File: src/rtl/dtu_pkg.sv
package dtu_pkg;
    parameter int NUM_GRP     = 5;
    parameter int NUM_TRIG    = 2 * NUM_GRP;
    parameter int CMP_W       = 64;
    parameter int FETCH_IDX_W = 2;
    parameter int MEM_IDX_W   = 3;

    typedef enum logic [1:0] {
        EV_FETCH = 2'd0,
        EV_LOAD  = 2'd1,
        EV_STORE = 2'd2
    } ev_kind_e;

    typedef enum logic [1:0] {
        MT_EQ   = 2'd0,
        MT_MASK = 2'd1,
        MT_GE   = 2'd2,
        MT_LT   = 2'd3
    } mode_e;

    typedef struct packed {
        mode_e              mode;
        logic               sel;
        logic               timing;
        logic               action;
        logic               chain;
        logic [CMP_W-1:0]   val;
    } trig_cfg_t;

    typedef struct packed {
        logic [NUM_TRIG-1:0] fired;
        logic                any;
        logic                trap_cur;
        logic                trap_nx;
        logic                halt;
    } trig_out_t;

    // Disabled setting: "address < 0" can never be true.
    localparam trig_cfg_t CFG_OFF = '{mode: MT_LT, sel: 1'b0, timing: 1'b0,
                                      action: 1'b0, chain: 1'b0, val: '0};

    // Fixed group kinds: fetch/fetch, store/store, load/load, fetch/store, fetch/load
    function automatic ev_kind_e trig_kind(input int t);
        ev_kind_e k;
        case (t / 2)
            0:       k = EV_FETCH;
            1:       k = EV_STORE;
            2:       k = EV_LOAD;
            3:       k = (t % 2 == 1) ? EV_STORE : EV_FETCH;
            default: k = (t % 2 == 1) ? EV_LOAD  : EV_FETCH;
        endcase
        return k;
    endfunction

    // Position of trigger t among the triggers written through the same port
    function automatic int port_slot(input int t);
        int n;
        n = 0;
        for (int k = 0; k < t; k++) begin
            if ((trig_kind(k) == EV_FETCH) == (trig_kind(t) == EV_FETCH)) n++;
        end
        return n;
    endfunction

    // Two store triggers may not be linked
    function automatic bit grp_chainable(input int g);
        return !(trig_kind(2*g) == EV_STORE && trig_kind(2*g+1) == EV_STORE);
    endfunction
endpackage

File: src/rtl/dtu_cfg_regs.sv
module dtu_cfg_regs
    import dtu_pkg::*;
(
    input  logic                   clk,
    input  logic                   rst_n,
    input  logic                   f_vld,
    input  logic [FETCH_IDX_W-1:0] f_idx,
    input  trig_cfg_t              f_cfg,
    input  logic                   m_vld,
    input  logic [MEM_IDX_W-1:0]   m_idx,
    input  trig_cfg_t              m_cfg,
    output trig_cfg_t              cfg_o [NUM_TRIG]
);
    trig_cfg_t cfg_d [NUM_TRIG];
    trig_cfg_t cfg_q [NUM_TRIG];

    always_comb begin
        for (int t = 0; t < NUM_TRIG; t++) begin
            cfg_d[t] = cfg_q[t];
            if (trig_kind(t) == EV_FETCH) begin
                if (f_vld && f_idx == FETCH_IDX_W'(port_slot(t))) cfg_d[t] = f_cfg;
            end else begin
                if (m_vld && m_idx == MEM_IDX_W'(port_slot(t))) cfg_d[t] = m_cfg;
            end
        end
    end

    always_ff @(posedge clk) begin
        for (int t = 0; t < NUM_TRIG; t++) begin
            if (!rst_n) cfg_q[t] <= CFG_OFF;
            else        cfg_q[t] <= cfg_d[t];
        end
    end

    always_comb begin
        for (int t = 0; t < NUM_TRIG; t++) cfg_o[t] = cfg_q[t];
    end
endmodule

File: src/rtl/dtu_match.sv
module dtu_match
    import dtu_pkg::*;
(
    input  mode_e            mode,
    input  logic             sel,
    input  logic [CMP_W-1:0] val,
    input  logic             ev_vld,
    input  logic [CMP_W-1:0] ev_addr,
    output logic             hit
);
    logic [CMP_W-1:0] care;
    logic             cmp_ok;

    always_comb begin
        // ones from bit 0 up to and including the lowest zero of val are ignored
        care = ~(val ^ (val + CMP_W'(1)));
        case (mode)
            MT_EQ:   cmp_ok = (ev_addr == val);
            MT_MASK: cmp_ok = ((ev_addr ^ val) & care) == '0;
            MT_GE:   cmp_ok = (ev_addr >= val);
            default: cmp_ok = (ev_addr <  val);
        endcase
        hit = ev_vld && !sel && cmp_ok;
    end
endmodule

File: src/rtl/dtu_chain.sv
module dtu_chain
    import dtu_pkg::*;
(
    input  logic                clk,
    input  logic                rst_n,
    input  logic [NUM_TRIG-1:0] raw_hit,
    input  logic [NUM_TRIG-1:0] timing,
    input  logic [NUM_TRIG-1:0] action,
    input  logic [NUM_TRIG-1:0] chain,
    output trig_out_t           out_o
);
    logic [NUM_GRP-1:0] chain_on;
    trig_out_t          out_d;
    trig_out_t          out_q;

    always_comb begin
        for (int g = 0; g < NUM_GRP; g++) chain_on[g] = grp_chainable(g) && chain[2*g];
    end

    always_comb begin
        out_d       = '0;
        out_d.fired = raw_hit;
        for (int g = 0; g < NUM_GRP; g++) begin
            if (chain_on[g]) begin
                out_d.fired[2*g]   = raw_hit[2*g] && raw_hit[2*g+1] && (timing[2*g] == timing[2*g+1]);
                out_d.fired[2*g+1] = out_d.fired[2*g];
            end
        end
        for (int t = 0; t < NUM_TRIG; t++) begin
            if (out_d.fired[t]) begin
                out_d.any = 1'b1;
                if (timing[t]) out_d.trap_nx  = 1'b1;
                else           out_d.trap_cur = 1'b1;
                if (action[t]) out_d.halt     = 1'b1;
            end
        end
    end

    always_ff @(posedge clk) begin
        if (!rst_n) out_q <= '0;
        else        out_q <= out_d;
    end

    assign out_o = out_q;


    fired_src_chk: assert property (@(posedge clk) disable iff (!rst_n)
        (out_q.fired & ~$past(raw_hit)) == '0);


    halt_src_chk: assert property (@(posedge clk) disable iff (!rst_n)
        out_q.halt |-> out_q.any);


    trap_split_chk: assert property (@(posedge clk) disable iff (!rst_n)
        out_q.any == (out_q.trap_cur || out_q.trap_nx));

    for (genvar g = 0; g < NUM_GRP; g++) begin : g_grp_chk
        if (grp_chainable(g)) begin : g_linked

            pair_equal_chk: assert property (@(posedge clk) disable iff (!rst_n)
                $past(chain_on[g]) |-> (out_q.fired[2*g] == out_q.fired[2*g+1]));
        end else begin : g_free

            store_pair_free_chk: assert property (@(posedge clk) disable iff (!rst_n)
                $past(raw_hit[2*g]) |-> out_q.fired[2*g]);
        end
    end
endmodule

File: src/rtl/dbg_trig_unit.sv
module dbg_trig_unit
    import dtu_pkg::*;
(
    input  logic                   clk,
    input  logic                   rst_n,
    input  logic                   fcfg_vld,
    input  logic [FETCH_IDX_W-1:0] fcfg_idx,
    input  logic [1:0]             fcfg_mode,
    input  logic                   fcfg_sel,
    input  logic                   fcfg_timing,
    input  logic                   fcfg_action,
    input  logic                   fcfg_chain,
    input  logic [CMP_W-1:0]       fcfg_val,
    input  logic                   mcfg_vld,
    input  logic [MEM_IDX_W-1:0]   mcfg_idx,
    input  logic [1:0]             mcfg_mode,
    input  logic                   mcfg_sel,
    input  logic                   mcfg_timing,
    input  logic                   mcfg_action,
    input  logic                   mcfg_chain,
    input  logic [CMP_W-1:0]       mcfg_val,
    input  logic                   fetch_vld,
    input  logic [CMP_W-1:0]       fetch_pc,
    input  logic                   load_vld,
    input  logic [CMP_W-1:0]       load_addr,
    input  logic                   store_vld,
    input  logic [CMP_W-1:0]       store_addr,
    output logic [NUM_TRIG-1:0]    hit_vec,
    output logic                   hit_any,
    output logic                   trap_now,
    output logic                   trap_next,
    output logic                   halt_req
);
    trig_cfg_t           f_cfg;
    trig_cfg_t           m_cfg;
    trig_cfg_t           cfg [NUM_TRIG];
    logic [NUM_TRIG-1:0] ev_vld;
    logic [CMP_W-1:0]    ev_addr [NUM_TRIG];
    logic [NUM_TRIG-1:0] raw_hit;
    logic [NUM_TRIG-1:0] timing_v;
    logic [NUM_TRIG-1:0] action_v;
    logic [NUM_TRIG-1:0] chain_v;
    trig_out_t           res;

    assign f_cfg = '{mode: mode_e'(fcfg_mode), sel: fcfg_sel, timing: fcfg_timing,
                     action: fcfg_action, chain: fcfg_chain, val: fcfg_val};
    assign m_cfg = '{mode: mode_e'(mcfg_mode), sel: mcfg_sel, timing: mcfg_timing,
                     action: mcfg_action, chain: mcfg_chain, val: mcfg_val};

    dtu_cfg_regs u_cfg (
        .clk   (clk),
        .rst_n (rst_n),
        .f_vld (fcfg_vld),
        .f_idx (fcfg_idx),
        .f_cfg (f_cfg),
        .m_vld (mcfg_vld),
        .m_idx (mcfg_idx),
        .m_cfg (m_cfg),
        .cfg_o (cfg)
    );

    for (genvar t = 0; t < NUM_TRIG; t++) begin : g_trig
        localparam ev_kind_e KIND = trig_kind(t);
        if (KIND == EV_FETCH) begin : g_fetch
            assign ev_vld[t]  = fetch_vld;
            assign ev_addr[t] = fetch_pc;
        end else if (KIND == EV_LOAD) begin : g_load
            assign ev_vld[t]  = load_vld;
            assign ev_addr[t] = load_addr;
        end else begin : g_store
            assign ev_vld[t]  = store_vld;
            assign ev_addr[t] = store_addr;
        end

        assign timing_v[t] = cfg[t].timing;
        assign action_v[t] = cfg[t].action;
        assign chain_v[t]  = cfg[t].chain;

        dtu_match u_match (
            .mode    (cfg[t].mode),
            .sel     (cfg[t].sel),
            .val     (cfg[t].val),
            .ev_vld  (ev_vld[t]),
            .ev_addr (ev_addr[t]),
            .hit     (raw_hit[t])
        );


        kind_gate_chk: assert property (@(posedge clk) disable iff (!rst_n)
            !ev_vld[t] |-> !raw_hit[t]);


        sel_block_chk: assert property (@(posedge clk) disable iff (!rst_n)
            cfg[t].sel |-> !raw_hit[t]);
    end

    dtu_chain u_chain (
        .clk     (clk),
        .rst_n   (rst_n),
        .raw_hit (raw_hit),
        .timing  (timing_v),
        .action  (action_v),
        .chain   (chain_v),
        .out_o   (res)
    );

    assign hit_vec   = res.fired;
    assign hit_any   = res.any;
    assign trap_now  = res.trap_cur;
    assign trap_next = res.trap_nx;
    assign halt_req  = res.halt;
endmodule

File: config.mk
export PLATFORM = sky130hd
export DESIGN_NAME = dbg_trig_unit
export DESIGN_NICKNAME = d
export VERILOG_FILES = /design/src/rtl/dtu_pkg.sv /design/src/rtl/dtu_cfg_regs.sv /design/src/rtl/dtu_match.sv /design/src/rtl/dtu_chain.sv /design/src/rtl/dbg_trig_unit.sv
export SDC_FILE = /design/constraint.sdc
export NUM_CORES = 2
export LEC_CHECK = 0
export BUFFER_PORTS_ARGS = -buffer_cell sky130_fd_sc_hd__buf_4
export CORE_MARGIN = 2
export CORE_UTILIZATION = 52
export CTS_CLUSTER_DIAMETER = 200
export DETAILED_ROUTE_END_ITERATION = 8
export PLACE_DENSITY_LB_ADDON = 0.2
export SETUP_SLACK_MARGIN = 0.15
export SYNTH_ARGS = -nofsm -noshare
export SYNTH_HDL_FRONTEND = slang
export SYNTH_HIERARCHICAL = 1
export SYNTH_SLANG_ARGS = --single-unit
export TNS_END_PERCENT = 10
File: constraint.sdc
create_clock -name clk -period 5.09 [get_ports clk]
set_clock_uncertainty 0.05 [all_clocks]
set_input_delay 0.2545 -clock clk [delete_from_list [all_inputs] [get_ports clk]]
set_output_delay 0.2545 -clock clk [all_outputs]
set_load 0.01 [all_outputs]
==> results.json <==
{
  "dp.cells": 8022,
  "drt-wirelength-per-cell_um": 27.4,
  "crit_required_ns": 5.61,
  "yosysWarnings": 6,
  "use_met1_pct": 52.4,
  "die_h_um": 323,
  "power.leakage_nw": 26.7,
  "met2_usage_pct": 65.9,
  "endpoint_kind": "flop",
  "r2r-start": "u_cfg/cfg_q[4][45]",
  "clk_latency_ns": 0.69,
  "drive_above_1_share_pct": 11.1,
  "rows": 116,
  "crit_chain": "inv_1 > ha_1 > a21o_1 > a21o_1 > a221o_1 > a2111oi_2 > o21ai_1 > or4_1 > and4_1 > or3_1 > inv_1 > o22ai_1 > or4_1 > o31a_1",
  "cts_tree": "done",
  "worstPathMaxFanout": 5,
  "hold_viol": 0,
  "relSlewSlack_pct": 21.4,
  "power_mw": 15.4,
  "first_pass_iters": 6,
  "grt_usage_pct": 41.9,
  "netlist_area_um2": 52800,
  "r2r_cells": 14,
  "fin_crit_ns": 4.75,
  "pre_cts_ws_ns": 0.489,
  "crit_buf_inv": 2,
  "cp.arrival_ns": 5.27,
  "cts_resized": 0,
  "use_met3_pct": 7.54,
  "syn_area_per_cell_um2": 8.28,
  "cts.htree.levels": 3,
  "drtAntennaViolNets": 0,
  "overflow": 0,
  "grt_pass1_wl_mm": 325,
  "top_level_ports": 358,
  "num_vias": 52900,
  "hold_path.class": "input pin to flop",
  "reg2reg_to": "u_chain/out_o[3]",
  "setup_slack_ns": 0.338,
  "via_per_inst": 6.42,
  "clock_path_buffers": 3,
  "crit_cells": 14,
  "cts.sinks": 708,
  "holdCritStartpoint": "fcfg_val[62]",
  "core_region_area_um2": 100000,
  "port_buffers": 357,
  "grt_max_degree": 118,
  "slowest_stage": "a2111oi_2",
  "ctsHoldBuffers": 67,
  "syn-num-nets": 7371,
  "instances_no_fill": 8245,
  "cts_setup_buffers": 0,
  "die_area_um2": 104000,
  "crit_path_end": "u_chain/out_o[3]",
  "drv_cap": 0,
  "setup_tns_ns": 0,
  "setup_violations": 0,
  "grt.busiest_layer": "met2",
  "tightest_slew_ns": 1.18,
  "power_density_nw_per_um2": 252,
  "nets": 7811,
  "antenna_found_initial": 7,
  "clock.fmax_mhz": 210,
  "syn_inst": 6377,
  "slew_violations": 0,
  "peakVddDrop_mv": 0.273,
  "rrSetupSlack_ns": 0.34,
  "routed_wirelength_mm": 226,
  "clock_tree.root_cell": "clkbuf_16",
  "cp-startpoint": "u_cfg/cfg_q[4][45]",
  "status": "finished, final reports clean",
  "grt_setup_unrepaired": "no",
  "critPathKind": "flop to flop",
  "critPathTopFamily": "compound AO/OA/AOI/OAI gates",
  "hpwl_mm": 181,
  "cts.clk_slew.worst_paths_ns": 0.06,
  "crit_path_start_kind": "flop",
  "area_delta_synth_final_pct": 15.6,
  "fp.dieW_um": 323,
  "cts_buffers": 83,
  "drc": 0,
  "gp_congestion": 1.14,
  "min_period_over_period_pct": 93.4,
  "first_global_vias": 50400,
  "drt-initial-drc-count": 5842,
  "critPathMaxStageDelay_ns": 0.79,
  "start_util_pct": 52.6
}
-- worst min-delay path by stage --
stage	cells after the start	end	slack [ns]
floorplan	2	u_cfg/cfg_q[2][64]	0.34
detailed placement	2	u_cfg/cfg_q[1][63]	0.40
CTS	3	u_cfg/cfg_q[0][62]	0.002
global route	3	u_cfg/cfg_q[0][62]	0.04
finish	3	u_cfg/cfg_q[0][132]	0.05
global placement	2	u_cfg/cfg_q[4][67]	0.40
-- registers in the layout (all words and copies together), names as in the netlist --
register	count
u_cfg/cfg_q	694
u_chain/out_o	14
-- placed cells by master, fill, tap and decap left out, types with 18 or more instances in the layout --
cell type	n
a31o_2	20
nand2_1	1024
a21o_1	220
clkbuf_16	86
nand4_1	120
o21ai_0	88
and4_1	170
dlygate4sd3_1	67
clkbuf_8	18
nor4_1	161
or4_4	20
nor3_1	123
and3_1	81
inv_1	684
dfxtp_1	708
a21oi_1	334
a31oi_1	181
a41oi_1	91
and2_1	55
mux2i_1	694
nor2b_1	57
nor2_1	185
buf_4	468
or3_1	22
nor4_2	20
ha_1	650
nand3_1	101
o2111ai_1	20
a22oi_1	54
a221o_1	40
-- final cells by class --
type                       instances  area, um^2
timing repair buffer             539        4260
clock inverter                    39         591
sequential                       708       14200
clock buffer                     113        2430
inverter                         684        2570
tap                             1357        1700
antenna                            4        10.0
fill                            9088       39400
multi-input combinational       4801       35300
-- metrics by stage --
step           area (um^2)  utilization (%)  hold WS (ns)
4_1_cts              61000             60.8       0.00205
5_1_grt              61000             60.8        0.0377
3_3_place_gp         57300             57.1         0.395
6_report             61000             60.8        0.0487
2_1_floorplan        52800                -         0.343
3_5_place_dp         57300             57.1         0.401
-- where the power goes --
| group | switching (mW) | internal (mW) |
|---|---|---|
| combinational | 1.68 | 1.11 |
| sequential | 0.193 | 5.70 |
| clock | 2.66 | 4.03 |
-- worst min-delay path: stages --
cell and delay [ns]:
buf_4 0.08, nand2_1 0.21, mux2i_1 0.19
-- metal layers --
layer,wire [um],vias to the layer above
met5,46,-
met4,18100,8
met3,19900,690
met2,97700,2871
met1,89900,25200
li1,-,24200
Note: power is estimated with default switching activity, not from simulation.
